### src/rtl/cpu_port_pkg.sv
package cpu_port_pkg;
    localparam int DATA_W  = 8;
    localparam int ADDR_W  = 6;
    localparam int STRM_W  = 3;
    localparam int CHAN_W  = ADDR_W - 1;
    localparam int MADDR_W = STRM_W + CHAN_W;

    typedef enum logic [1:0] {
        MEM_NONE = 2'b00,
        MEM_DATA = 2'b01,
        MEM_CLO  = 2'b10,
        MEM_CHI  = 2'b11
    } mem_sel_e;

    typedef struct packed {
        logic              split;
        logic              msg;
        logic              spare;
        mem_sel_e          msel;
        logic [STRM_W-1:0] stream;
    } ctl_reg_t;

    typedef enum logic [1:0] {
        ACT_CTRL = 2'd0,
        ACT_MEM  = 2'd1,
        ACT_DROP = 2'd2
    } act_e;

    typedef struct packed {
        logic               we;
        mem_sel_e           sel;
        logic [MADDR_W-1:0] addr;
        logic [DATA_W-1:0]  wdata;
    } mem_cmd_t;

    function automatic mem_sel_e route_target(ctl_reg_t c, logic rd);
        if (c.split) return rd ? MEM_DATA : MEM_CLO;
        return c.msel;
    endfunction
endpackage

### src/rtl/cpu_ctl_reg.sv
module cpu_ctl_reg
    import cpu_port_pkg::*;
(
    input  logic              clk,
    input  logic              rst,
    input  logic              we,
    input  logic [DATA_W-1:0] wdata,
    output ctl_reg_t          q
);
    ctl_reg_t d;

    always_comb begin
        d       = ctl_reg_t'(wdata);
        d.spare = 1'b0;
    end

    always_ff @(posedge clk) begin
        if (rst)     q <= '0;
        else if (we) q <= d;
    end
endmodule

### src/rtl/cpu_addr_dec.sv
module cpu_addr_dec
    import cpu_port_pkg::*;
(
    input  logic [ADDR_W-1:0]  addr,
    input  logic               rd,
    input  ctl_reg_t           ctl,
    output act_e               act,
    output mem_sel_e           tgt,
    output logic [MADDR_W-1:0] maddr
);
    always_comb begin
        tgt   = route_target(ctl, rd);
        maddr = {ctl.stream, addr[CHAN_W-1:0]};
        if (!addr[ADDR_W-1])
            act = ACT_CTRL;
        else if (tgt == MEM_NONE || (tgt == MEM_DATA && !rd))
            act = ACT_DROP;
        else
            act = ACT_MEM;
    end
endmodule

### src/rtl/cpu_xfer_fsm.sv
module cpu_xfer_fsm
    import cpu_port_pkg::*;
(
    input  logic               clk,
    input  logic               rst,
    input  logic               access,
    input  logic               rd,
    input  act_e               act,
    input  mem_sel_e           tgt,
    input  logic [MADDR_W-1:0] maddr,
    input  logic [DATA_W-1:0]  wdata,
    input  logic [DATA_W-1:0]  ctl_rd,
    input  logic               mem_gnt,
    input  logic [DATA_W-1:0]  mem_rdata,
    output logic               ctl_we,
    output logic               mem_req,
    output mem_cmd_t           cmd,
    output logic               ack_n,
    output logic [DATA_W-1:0]  rdata,
    output logic               rdata_oe
);
    typedef enum logic [1:0] {S_IDLE, S_WAIT, S_DONE} st_e;
    st_e  st;
    logic rd_q;

    assign ctl_we   = (st == S_IDLE) && access && (act == ACT_CTRL) && !rd;
    assign mem_req  = (st == S_WAIT);
    assign ack_n    = !(st == S_DONE);
    assign rdata_oe = (st == S_DONE) && rd_q && access;

    always_ff @(posedge clk) begin
        if (rst) begin
            st    <= S_IDLE;
            rd_q  <= 1'b0;
            rdata <= '0;
            cmd   <= '0;
        end else if (!access) begin
            st <= S_IDLE;
        end else begin
            case (st)
                S_IDLE: begin
                    rd_q <= rd;
                    case (act)
                        ACT_CTRL: begin
                            rdata <= ctl_rd;
                            st    <= S_DONE;
                        end
                        ACT_MEM: begin
                            cmd <= '{we: !rd, sel: tgt, addr: maddr, wdata: wdata};
                            st  <= S_WAIT;
                        end
                        default: begin
                            rdata <= '0;
                            st    <= S_DONE;
                        end
                    endcase
                end
                S_WAIT: if (mem_gnt) begin
                    rdata <= rd_q ? mem_rdata : '0;
                    st    <= S_DONE;
                end
                default: st <= S_DONE;
            endcase
        end
    end
endmodule

### src/rtl/cpu_port_ctl.sv
module cpu_port_ctl
    import cpu_port_pkg::*;
(
    input  logic               clk,
    input  logic               rst,
    input  logic               bus_sel_n,
    input  logic               bus_strobe,
    input  logic               bus_rd_wrn,
    input  logic [ADDR_W-1:0]  bus_addr,
    input  logic [DATA_W-1:0]  bus_wdata,
    output logic [DATA_W-1:0]  bus_rdata,
    output logic               bus_rdata_oe,
    output logic               bus_ack_n,
    output logic               mem_req,
    output logic               mem_we,
    output logic [1:0]         mem_sel,
    output logic [MADDR_W-1:0] mem_addr,
    output logic [DATA_W-1:0]  mem_wdata,
    input  logic               mem_gnt,
    input  logic [DATA_W-1:0]  mem_rdata,
    output logic               msg_mode
);
    logic               access;
    logic               ctl_we;
    ctl_reg_t           ctl_q;
    act_e               act;
    mem_sel_e           tgt;
    logic [MADDR_W-1:0] maddr;
    mem_cmd_t           cmd;

    assign access = !bus_sel_n && bus_strobe;

    cpu_ctl_reg u_reg (
        .clk(clk), .rst(rst), .we(ctl_we), .wdata(bus_wdata), .q(ctl_q)
    );

    cpu_addr_dec u_dec (
        .addr(bus_addr), .rd(bus_rd_wrn), .ctl(ctl_q),
        .act(act), .tgt(tgt), .maddr(maddr)
    );

    cpu_xfer_fsm u_fsm (
        .clk(clk), .rst(rst), .access(access), .rd(bus_rd_wrn),
        .act(act), .tgt(tgt), .maddr(maddr), .wdata(bus_wdata),
        .ctl_rd(DATA_W'(ctl_q)), .mem_gnt(mem_gnt), .mem_rdata(mem_rdata),
        .ctl_we(ctl_we), .mem_req(mem_req), .cmd(cmd), .ack_n(bus_ack_n),
        .rdata(bus_rdata), .rdata_oe(bus_rdata_oe)
    );

    assign mem_we    = cmd.we;
    assign mem_sel   = cmd.sel;
    assign mem_addr  = cmd.addr;
    assign mem_wdata = cmd.wdata;
    assign msg_mode  = ctl_q.msg;
endmodule

### config.mk
export PLATFORM = sky130hd
export DESIGN_NAME = cpu_port_ctl
export DESIGN_NICKNAME = d
export VERILOG_FILES = /design/src/rtl/cpu_port_pkg.sv /design/src/rtl/cpu_ctl_reg.sv /design/src/rtl/cpu_addr_dec.sv /design/src/rtl/cpu_xfer_fsm.sv /design/src/rtl/cpu_port_ctl.sv
export SDC_FILE = /design/constraint.sdc
export NUM_CORES = 1
export LEC_CHECK = 0
export BUFFER_PORTS_ARGS = -buffer_cell sky130_fd_sc_hd__buf_2
export CAP_MARGIN = 25
export CORE_ASPECT_RATIO = 1.5
export CORE_UTILIZATION = 47
export DETAILED_ROUTE_END_ITERATION = 8
export PLACE_DENSITY_LB_ADDON = 0.25
export SLEW_MARGIN = 20
export SYNTH_ARGS = -nofsm -noshare
export SYNTH_HDL_FRONTEND = slang
export SYNTH_SLANG_ARGS = --single-unit
### constraint.sdc
create_clock -name clk -period 2 [get_ports clk]
set_input_delay 0.3 -clock clk [delete_from_list [all_inputs] [get_ports clk]]
set_output_delay 0.3 -clock clk [all_outputs]
set_load 0.01 [all_outputs]
==> impl_metrics.csv <==
group,metric,value,unit
power,switching_share,22.2,%
clocking,cts.path.max_buffers,2,
power,powerDensity,733,nW/um^2
finish,post-route-util,63.0,%
die,rows,24,
sta,final_hold_viol_count,0,
finish,nFillCells,292,
die,fp.dieH,71.6,um
setup_path,end_kind,"register",
clocking,post_cts_buffers,0,
setup_path,path_max_fanout,20,
power,seq_power_share,55.1,%
logic_synthesis,synth_nets,199,
logic_synthesis,synth_warnings,0,
power,p_comb_share,8.4,%
power,p_sw,308,uW
logic_synthesis,synth.most_common_cell,"dfxtp_1",
global_routing,grt_max_degree,38,
finish,regArea,741,um^2
logic_synthesis,ys_ff_latch,37,
sta,period_minus_slack,1.71,ns
power,clkPwrFrac,36.6,%
power,power.leakage,0.000844,uW
die,die_area,3460,um^2
global_routing,first_global_vias,1260,
clocking,cts_tree,"yes",
setup_path,slowest_stage,"and3_1",
clocking,cts_max_level,2,
sta,setup_viol,0,
clocking,cts.clk_slew.worst_paths,0.06,ns
sta,tns,0,ns
setup_path,timing_worst_setup_path_type,"register to register",
job,cap_violations,0,
finish,areaGrowthSynthToFinish,24.6,%
clocking,cts_made_buffers,5,
power,peakVddDrop,0.462,mV
logic_synthesis,syn_inst,171,
finish,multi_input_area,706,um^2
logic_synthesis,yosys-top-cells-area,"dfxtp_1, nand2_1, mux2i_1",
setup_path,cp_top_family,"simple AND/OR/NAND/NOR gates",
logic_synthesis,synth-edff-count,0,
global_routing,grtUsageTotal,20.5,%
routing,via_per_inst,5.08,
setup_path,crit_buf_inv,0,
routing,ant_nets,0,
logic_synthesis,yosysTopAreaCellShare,48.8,%
sta,slew_headroom,54.6,%
logic_synthesis,yosysTopAreaCell,"dfxtp_1",
routing,drtIter0Drc,19,
setup_path,max_stage_delay,0.64,ns
setup_path,crit_chain,"a211o_1 -> and3_1 -> nor2_1 -> a211oi_1",
finish,final_nets,253,
logic_synthesis,syn_area,1520,um^2
finish,drive_gt1_share,32.4,%
sta,rsz0062_at_grt,"false",
clocking,cts-hold-fix-buffers,0,
clocking,cts-root-buf,"clkbuf_8",
routing,wl,3320,um
clocking,insertion_delay,0.28,ns
logic_synthesis,synthTopCellsByCount,"dfxtp_1, nand2_1, a21oi_1",
routing,vias,1340,
logic_synthesis,synthFlopType,"dfxtp_1",
place,portBuffers,58,
sta,fmax,586,MHz
sta,post-route-period-util,85.3,%
setup_path,cp-start-kind,"register",
logic_synthesis,ys_seq_area_share,48.8,%
finish,antennaDiodeCount,0,
clocking,ctsResizeCount,0,
sta,fin_skew,0.00138,ns
setup_path,arrival,1.90,ns
outcome,status,"finished, final reports clean",
setup_path,worst_ep_required_time,2.20,ns
die,io_pins,59,
power,p_int,1080,uW
min_path,hp-class,"input pin to register",
die,initial_core_util,50.5,%
place,placed_area,1800,um^2
logic_synthesis,synthArstFlopShare,0,%
place,place_congestion,0.743,
global_routing,antenna_found_initial,0,
routing,dr.pass1.iters,4,
sta,holdWs,0.230,ns
logic_synthesis,syn_area_per_cell,8.88,um^2
routing,drt-wirelength-per-cell,12.6,um
die,core,3000,um^2
logic_synthesis,ys_types,31,
place,post-dp-hpwl,2420,um
global_routing,grt_pass1_wl,5510,um
sta,drv_slew,0,
routing,drc,0,
sta,worst_slew_pin_slew,0.681,ns
clocking,cts_sinks,37,
global_routing,grt_overflow,0,
finish,final_area,1890,um^2
die,chipWidth,48.4,um
[final timing paths]
kind	startpoint	end	slack, ns	cells after the start
setup / recovery	u_reg.q[7]$_SDFFE_PP0P_	u_fsm.cmd[17]$_SDFFE_PP0P_	0.29	4
hold reg to reg	u_fsm.cmd[11]$_SDFFE_PP0P_	u_fsm.cmd[11]$_SDFFE_PP0P_	0.45	2
setup reg to reg	u_reg.q[7]$_SDFFE_PP0P_	u_fsm.cmd[17]$_SDFFE_PP0P_	0.29	4
hold / removal	bus_sel_n	u_fsm.st[1]$_SDFFE_PP0N_	0.23	2
[state kept, by name, summed over array words and instances (netlist names)]
name and cells:
u_fsm.rd_q 1, u_fsm.st 2, u_reg.q 7, u_fsm.cmd 19
u_fsm.rdata 8
[layout by cell type (no fill, tap or decap)]
cell | Yosys | final
mux2i_1 | 10 | 10
a211oi_1 | 7 | 7
a211o_1 | 1 | 1
nand2b_1 | 1 | 1
dfxtp_1 | 37 | 37
or2b_1 | 1 | 1
nor4b_1 | 1 | 1
or3b_4 | 1 | 1
or4_4 | 1 | 1
buf_4 | 0 | 2
and2b_2 | 1 | 1
nand2_1 | 32 | 32
nor3_1 | 1 | 1
nand3_1 | 1 | 1
nor2_1 | 18 | 18
or3_2 | 1 | 1
and2b_1 | 1 | 1
a31oi_1 | 7 | 7
nor2b_1 | 1 | 1
and3_1 | 1 | 1
nor3b_1 | 8 | 8
a211oi_4 | 1 | 1
clkbuf_8 | 0 | 6
inv_1 | 1 | 1
buf_2 | 3 | 58
a211oi_2 | 2 | 2
a21oi_1 | 19 | 19
o21ai_0 | 1 | 1
nor4bb_1 | 1 | 1
clkbuf_1 | 7 | 1
nand4_1 | 1 | 1
[cells by family after synthesis]
family	count (synthesis)	synth area share, %
AND/OR/NAND/NOR	72	23.4
AO/OA/AOI/OAI	38	16.5
flip-flops	37	48.8
buffers and inverters	14	4.70
multiplexers	10	6.60
[stage by stage]
step | power [uW] | std cells | setup WS (ns)
after detailed placement | 896 | 257 | 0.245
after global placement | 892 | 257 | 0.299
after floorplan | 847 | 171 | 0.394
after CTS | 1400 | 264 | 0.288
after global routing | 1440 | 264 | 0.143
final | 1390 | 264 | 0.295
[per-layer routing]
metal	wire, um	vias up	global-route usage, %
li1	-	697	-
met1	1390	591	22.0
met2	1710	45	38.0
met3	170	7	4.67
met4	48	0	8.82
met5	0	-	0
[power groups by stage]
stage / logic, uW / clock network, uW / registers (uW)
6_report: 116 / 507 / 763
3_5_place_dp: 116 / 0 / 780
2_1_floorplan: 64.6 / 0 / 782
5_1_grt: 128 / 548 / 765
3_3_place_gp: 113 / 0 / 779
4_1_cts: 117 / 520 / 763
[area by class of cell]
class                           instances  share of cell area (%)
Timing Repair Buffer                   60                    16.1
Sequential cell                        37                    39.2
Clock buffer                            7                    4.57
Inverter                                1                   0.199
Tap cell                               39                    2.58
Multi-Input combinational cell        120                    37.3
Note: power is estimated with default switching activity, not from simulation.
